### src/rtl/brs_pkg.sv
package brs_pkg;

   localparam int WORD_W = 16;

   typedef enum logic [1:0] {
      ST_IDLE = 2'd0,
      ST_LAT  = 2'd1,
      ST_DATA = 2'd2
   } seq_state_e;

   typedef enum logic [1:0] {
      WR_CONT = 2'd0,
      WR_4    = 2'd1,
      WR_8    = 2'd2,
      WR_16   = 2'd3
   } wrap_e;

   // Array model: content is a pure function of the low address byte.
   function automatic logic [WORD_W-1:0] array_word(input logic [7:0] a);
      return {~a, a};
   endfunction

endpackage

### src/rtl/brs_cfg.sv
module brs_cfg #(
   parameter int LAT_W   = 3,
   parameter int LAT_MIN = 2,
   parameter int LAT_RST = 3
) (
   input  logic             clk_i,
   input  logic             rst_ni,
   input  logic             wr_i,
   input  logic             hold2_i,
   input  logic [LAT_W-1:0] lat_i,
   input  logic [1:0]       wrap_i,
   output logic             hold2_o,
   output logic [LAT_W-1:0] lat_o,
   output logic [1:0]       wrap_o
);
   localparam logic [LAT_W-1:0] LatMinV = LAT_W'(LAT_MIN);
   localparam logic [LAT_W-1:0] LatRstV = LAT_W'(LAT_RST);

   logic [LAT_W-1:0] lat_clamped;

   assign lat_clamped = (lat_i < LatMinV) ? LatMinV : lat_i;

   always_ff @(posedge clk_i or negedge rst_ni) begin
      if (!rst_ni) begin
         hold2_o <= 1'b1;
         lat_o   <= LatRstV;
         wrap_o  <= 2'd0;
      end else if (wr_i) begin
         hold2_o <= hold2_i;
         lat_o   <= lat_clamped;
         wrap_o  <= wrap_i;
      end
   end
endmodule

### src/rtl/brs_pacer.sv
module brs_pacer
   import brs_pkg::*;
#(
   parameter int LAT_W = 3
) (
   input  logic             clk_i,
   input  logic             rst_ni,
   input  logic             run_i,
   input  logic             start_i,
   input  logic             hold2_i,
   input  logic [LAT_W-1:0] lat_i,
   output seq_state_e       state_o,
   output logic             dv_o,
   output logic             step_o
);
   seq_state_e       state_q;
   logic [LAT_W-1:0] cnt_q;
   logic             ph_q;

   always_ff @(posedge clk_i or negedge rst_ni) begin
      if (!rst_ni) begin
         state_q <= ST_IDLE;
         cnt_q   <= '0;
         ph_q    <= 1'b0;
      end else if (!run_i) begin
         state_q <= ST_IDLE;
         cnt_q   <= '0;
         ph_q    <= 1'b0;
      end else if (start_i) begin
         state_q <= ST_LAT;
         cnt_q   <= lat_i - LAT_W'(1);
         ph_q    <= 1'b0;
      end else begin
         unique case (state_q)
            ST_LAT: begin
               if (cnt_q == '0) begin
                  state_q <= ST_DATA;
                  ph_q    <= 1'b0;
               end else begin
                  cnt_q <= cnt_q - LAT_W'(1);
               end
            end
            ST_DATA: ph_q <= hold2_i && !ph_q;
            default: state_q <= ST_IDLE;
         endcase
      end
   end

   assign state_o = state_q;
   assign dv_o    = (state_q == ST_DATA) && !ph_q;
   assign step_o  = run_i && !start_i && (state_q == ST_DATA) && (!hold2_i || ph_q);
endmodule

### src/rtl/brs_addr.sv
module brs_addr
   import brs_pkg::*;
#(
   parameter int AW      = 8,
   parameter bit WRAP_EN = 1'b1
) (
   input  logic          clk_i,
   input  logic          rst_ni,
   input  logic          load_i,
   input  logic [AW-1:0] load_addr_i,
   input  logic          step_i,
   input  logic [1:0]    wrap_i,
   output logic [AW-1:0] addr_o
);
   logic [AW-1:0] addr_q;
   logic [AW-1:0] mask;
   logic [AW-1:0] addr_next;

   if (WRAP_EN) begin : g_wrap
      always_comb begin
         unique case (wrap_e'(wrap_i))
            WR_4:    mask = AW'(3);
            WR_8:    mask = AW'(7);
            WR_16:   mask = AW'(15);
            default: mask = '1;
         endcase
      end
   end else begin : g_linear
      assign mask = '1;
   end

   assign addr_next = (addr_q & ~mask) | ((addr_q + AW'(1)) & mask);

   always_ff @(posedge clk_i or negedge rst_ni) begin
      if (!rst_ni)      addr_q <= '0;
      else if (load_i)  addr_q <= load_addr_i;
      else if (step_i)  addr_q <= addr_next;
   end

   assign addr_o = addr_q;
endmodule

### src/rtl/brs_drive.sv
module brs_drive
   import brs_pkg::*;
(
   input  logic              sel_i,
   input  logic              oe_i,
   input  logic              we_i,
   input  logic              sync_i,
   input  seq_state_e        state_i,
   input  logic [7:0]        burst_lo_i,
   input  logic [7:0]        async_lo_i,
   output logic [WORD_W-1:0] dq_o,
   output logic              dq_oe_o,
   output logic              wait_o,
   output logic              wait_oe_o
);
   logic              drive;
   logic              in_data;
   logic [WORD_W-1:0] word;

   assign drive   = sel_i && oe_i && !we_i;
   assign in_data = (state_i == ST_DATA);

   always_comb begin
      if (!sync_i)      word = array_word(async_lo_i);
      else if (in_data) word = array_word(burst_lo_i);
      else              word = '0;
   end

   assign dq_oe_o   = drive;
   assign dq_o      = drive ? word : '0;
   assign wait_oe_o = drive;
   assign wait_o    = drive && sync_i && !in_data;
endmodule

### src/rtl/burst_read_seq.sv
module burst_read_seq
   import brs_pkg::*;
#(
   parameter int AW      = 8,
   parameter int LAT_W   = 3,
   parameter int LAT_RST = 3,
   parameter bit WRAP_EN = 1'b1
) (
   input  logic              clk_i,
   input  logic              rst_ni,
   input  logic              sel_i,
   input  logic              oe_i,
   input  logic              we_i,
   input  logic              sync_i,
   input  logic              start_i,
   input  logic [AW-1:0]     addr_i,
   input  logic              cfg_wr_i,
   input  logic              cfg_hold2_i,
   input  logic [LAT_W-1:0]  cfg_lat_i,
   input  logic [1:0]        cfg_wrap_i,
   output logic [WORD_W-1:0] dq_o,
   output logic              dq_oe_o,
   output logic              dv_o,
   output logic              wait_o,
   output logic              wait_oe_o
);
   localparam int LatMin = 2;
   localparam int LatMax = (1 << LAT_W) - 1;

   if (AW < 8 || AW > 16) begin : g_bad_aw
      $error("burst_read_seq: AW must lie in 8..16");
   end
   if (LAT_RST < LatMin || LAT_RST > LatMax) begin : g_bad_lat
      $error("burst_read_seq: LAT_RST outside the latency range");
   end

   logic             run;
   logic             cfg_hold2;
   logic [LAT_W-1:0] cfg_lat;
   logic [1:0]       cfg_wrap;
   seq_state_e       state;
   logic             step;
   logic [AW-1:0]    burst_addr;

   assign run = sel_i && sync_i;

   brs_cfg #(
      .LAT_W  (LAT_W),
      .LAT_MIN(LatMin),
      .LAT_RST(LAT_RST)
   ) u_cfg (
      .clk_i  (clk_i),
      .rst_ni (rst_ni),
      .wr_i   (cfg_wr_i),
      .hold2_i(cfg_hold2_i),
      .lat_i  (cfg_lat_i),
      .wrap_i (cfg_wrap_i),
      .hold2_o(cfg_hold2),
      .lat_o  (cfg_lat),
      .wrap_o (cfg_wrap)
   );

   brs_pacer #(.LAT_W(LAT_W)) u_pacer (
      .clk_i  (clk_i),
      .rst_ni (rst_ni),
      .run_i  (run),
      .start_i(start_i),
      .hold2_i(cfg_hold2),
      .lat_i  (cfg_lat),
      .state_o(state),
      .dv_o   (dv_o),
      .step_o (step)
   );

   brs_addr #(.AW(AW), .WRAP_EN(WRAP_EN)) u_addr (
      .clk_i      (clk_i),
      .rst_ni     (rst_ni),
      .load_i     (run && start_i),
      .load_addr_i(addr_i),
      .step_i     (step),
      .wrap_i     (cfg_wrap),
      .addr_o     (burst_addr)
   );

   brs_drive u_drive (
      .sel_i     (sel_i),
      .oe_i      (oe_i),
      .we_i      (we_i),
      .sync_i    (sync_i),
      .state_i   (state),
      .burst_lo_i(burst_addr[7:0]),
      .async_lo_i(addr_i[7:0]),
      .dq_o      (dq_o),
      .dq_oe_o   (dq_oe_o),
      .wait_o    (wait_o),
      .wait_oe_o (wait_oe_o)
   );
endmodule

### config.mk
export PLATFORM = sky130hd
export DESIGN_NAME = burst_read_seq
export DESIGN_NICKNAME = d
export VERILOG_FILES = /design/src/rtl/brs_pkg.sv /design/src/rtl/brs_cfg.sv /design/src/rtl/brs_pacer.sv /design/src/rtl/brs_addr.sv /design/src/rtl/brs_drive.sv /design/src/rtl/burst_read_seq.sv
export SDC_FILE = /design/constraint.sdc
export NUM_CORES = 1
export LEC_CHECK = 0
export ABC_AREA = 1
export CELL_PAD_IN_SITES_DETAIL_PLACEMENT = 1
export CELL_PAD_IN_SITES_GLOBAL_PLACEMENT = 2
export CORE_MARGIN = 2
export CORE_UTILIZATION = 27
export CTS_CLUSTER_SIZE = 20
export DETAILED_ROUTE_END_ITERATION = 10
export GPL_TIMING_DRIVEN = 0
export PLACE_DENSITY = 0.84
export SYNTH_ARGS = -nofsm -noshare
export SYNTH_HDL_FRONTEND = slang
export SYNTH_SLANG_ARGS = --single-unit
export TNS_END_PERCENT = 30
### constraint.sdc
create_clock -name clk_i -period 3.7 [get_ports clk_i]
set_clock_uncertainty 0.15 [all_clocks]
set_input_delay 0.555 -clock clk_i [delete_from_list [all_inputs] [get_ports clk_i]]
set_output_delay 0.555 -clock clk_i [all_outputs]
set_load 0.005 [all_outputs]
==> results by group, run 1 <==
Drt
  – Avg WL per Cell: 12.8 um
  – First DRT Iteration DRCs: 42
  – Drt drc: 0
  – Post-route ant nets: 0
  – Via count: about 1500
  – Overall routed net length: roughly 4300 um
  – Drt via density: ~4.6
  – First drt pass iteration count: 4

Yosys
  – Sequential area share after synthesis: a little over a third
  – Cells after Synth: between 200 and 250
  – Avg Inst Size Synth: between 6 and 7 sq um
  – Post-synth cell types: 23
  – Synth area leaders: dfrtp_1 (29%), nand2_1 (20%), o21ai_0 (7.6%)
  – Syn nets: around 250
  – Synth area leader: dfrtp_1
  – Flops & latches, synth: 20
  – Asr flop ratio synth: between 90% and 100%
  – Top-count cell post-synth: nand2_1
  – Number of flops mapped to enable cells by yosys: 0
  – Ys Warns: 0
  – Post-synth top area share: between 20% and 30%
  – Synth cell count leaders: nand2_1 (76), inv_1 (29), o21ai_0 (22)
  – Most used DFF post-synth: dfrtp_1
  – Synthesized area: 1450 sq um

Global routing
  – Initial antenna violation count: 0
  – All-Layer GR Usage: roughly 16%
  – Overflow after GRT: 0
  – Largest net degree at the start of global routing: 21
  – Global-route wire length before repair: ~7400 um
  – Number of global-route vias before repair: roughly 1500

STA
  – Final Hold Fails: 0
  – Unrepaired setup endpoints after global routing: false
  – Least-Margin Pin Slew: 981 ps
  – Slew HR: between 30% and 40%
  – Max Slew Vio Count: 0
  – FMAX: about 300 MHz
  – Min cycle time layout: 3360 ps
  – Final Setup Violations: 0
  – Final setup margin: 344 ps
  – Final period util: 90.7%
  – Setup TNS: 0 ps

Power
  – Clock power share: ~30%
  – VDD IR max: ~0.16 mV
  – P_int: slightly above 400 uW
  – Sw Pwr: 186 uW
  – Sw Share: approximately a third
  – P_leak: 0.934 nW
  – Cell Pwr Density: 297 nW/um^2
  – Sequential Power Share: around 45%
  – Pwr Total: about 590 uW
  – Comb pwr share: 25.5%

CTS
  – H-tree Lvls: 1
  – Worst skew pair latency: between 200 and 300 ps
  – # hold bufs at CTS: 0
  – Clock Pin Slew Worst Setup and Hold Paths: roughly 80 ps
  – CTS tree: yes
  – Clock root cell: clkbuf_8
  – Post-CTS sizing: 0
  – CTS buffer count: 3
  – CTS max path bufs: 2
  – CTS Sinks: 20
  – Post-CTS Setup Inserts: 0

Flow run
  – Max-cap violations: 0

Layout
  – Area growth syn-to-layout: 37.4%
  – Final std cells w/o fill: between 300 and 400
  – Layout cells sized above 1: 6.87%
  – Final net count: around 290
  – Fillcell total: ~680
  – N_diodes: 0

Die
  – Core area: between 5000 and 6000 sq um
  – Initial Util: around 28%
  – Die area: approximately 6000 sq um
  – I/O pin cnt: between 40 and 50
  – Core Rows: 26
  – Die height: between 70 and 80 um
  – Die W: 77.3 um

Critical path
  – Startpoint types: primary input
  – Crit path max-delay family: simple AND/OR/NAND/NOR gates
  – Worst path cell trace: clkdlybuf4s50_1 -> nand2_1 -> nor2_2 -> nand2_1 -> nor2_1 -> clkdlybuf4s50_1
  – Critical path data arrival time: roughly 2700 ps
  – Worst Path Required: approximately 3000 ps
  – Crit-path slowest cell: clkdlybuf4s50_1
  – CP max FO: 11
  – Crit end category: primary output
  – Setup Crit Path Kind: in2out
  – Slowest stage delay, CP: about 530 ps
  – Buf/Inv on CP: 2

Placed design
  – Setup WS pre-CTS: 313 ps
  – Final HPWL DP: 3450 um
  – Cells after DPL: 328
  – Gpl congestion: approximately 0.74
  – I/O Buffers: 40

Run status
  – Run status: finished clean

Min path
  – Hold/Removal Path Class: reg2reg
==> worst min-delay path: cells and delay by family, from the launching register on <==
kind,cells,cell delay [ps]
flops,1,360
compound gates,1,80
buf+inv,1,60
==> area by class of cell <==
| class | count | area (sq um) | share of cell area, % |
|---|---|---|---|
| timing repair buffer | 40 | 400 | 20.1 |
| buffer | 5 | 35.0 | 1.76 |
| sequential | 20 | 504 | 25.3 |
| inverter | 29 | 109 | 5.46 |
| tap | 70 | 87.6 | 4.39 |
| clock buffer | 4 | 55.1 | 2.76 |
| multi-input combinational | 164 | 803 | 40.3 |
==> cells in the final DEF, fill, tap and decap left out, drive strengths merged, types with 3 or more instances in the layout <==
cell type,Yosys,layout
nand2,76,76
dfstp,3,3
o21ai,22,22
clkbuf,2,6
clkdlybuf4s50,0,40
dfrtp,17,17
inv,29,29
nand3,17,17
ha,6,6
buf,3,3
a21oi,8,8
nand3b,3,3
nor2,23,23
==> per-stage QoR <==
step | util, % | hold slack, ps | instance area, sq um
2_1_floorplan | - | 109 | 1450
3_3_place_gp | 37.7 | 340 | 1940
3_5_place_dp | 37.7 | 348 | 1940
4_1_cts | 38.8 | 364 | 1990
5_1_grt | 38.8 | 412 | 1990
6_report | 38.8 | 362 | 1990
==> layer usage <==
metal	share of wire [%]	GRT usage (%)	up-vias
met5	0	0	-
met4	1.3	4.29	0
met3	1.5	1.76	5
met2	46	25.9	16
met1	51	21.3	724
li1	-	-	778
==> power by group through the flow <==
stage	clock [mW]	combinational (mW)	sequential [mW]
floorplan	0	0.0923	0.263
global route	0.191	0.177	0.269
CTS	0.182	0.154	0.265
detailed placement	0	0.153	0.270
finish	0.176	0.151	0.265
global placement	0	0.150	0.269
==> final timing paths <==
check | cells after the start | startpoint | end | slack [ps]
min in group asynchronous | 1 | rst_ni | asynchronous set/reset pin | 670
worst max-delay path | 6 | sel_i | dq_o[10] | 340
worst min-delay path | 2 | u_cfg.lat_o[0] | u_cfg.lat_o[0] | 360
worst min register to register | 2 | u_cfg.lat_o[0] | u_cfg.lat_o[0] | 360
max in group asynchronous | 1 | rst_ni | u_cfg.wrap_o[0] | 2130
worst max register to register | 7 | u_pacer.state_o[0] | u_pacer.state_o[1] | 2100
==> cell families (layout without fill, tap and decap cells) <==
| group | count (synthesis) | in the layout | synth area share [%] |
|---|---|---|---|
| mux | 1 | 1 | 0.776 |
| fa+ha+maj | 6 | 6 | 5.17 |
| flops | 20 | 20 | 34.7 |
| buf+inv | 34 | 78 | 9.91 |
| xor+xnor | 1 | 1 | 0.604 |
| simple gates | 123 | 123 | 36.8 |
| compound gates | 33 | 33 | 12.0 |
(Power assumes the default switching activity.)
==> run 2: changes to the inputs <==
--- a/config.mk
+++ b/config.mk
@@ -10,7 +10,6 @@
 export CELL_PAD_IN_SITES_GLOBAL_PLACEMENT = 2
 export CORE_MARGIN = 2
 export CORE_UTILIZATION = 27
-export CTS_CLUSTER_SIZE = 20
 export DETAILED_ROUTE_END_ITERATION = 10
 export GPL_TIMING_DRIVEN = 0
 export PLACE_DENSITY = 0.84
==> results of run 2 <==
The final DEF is identical to that of run 1; final timing and power are the same.
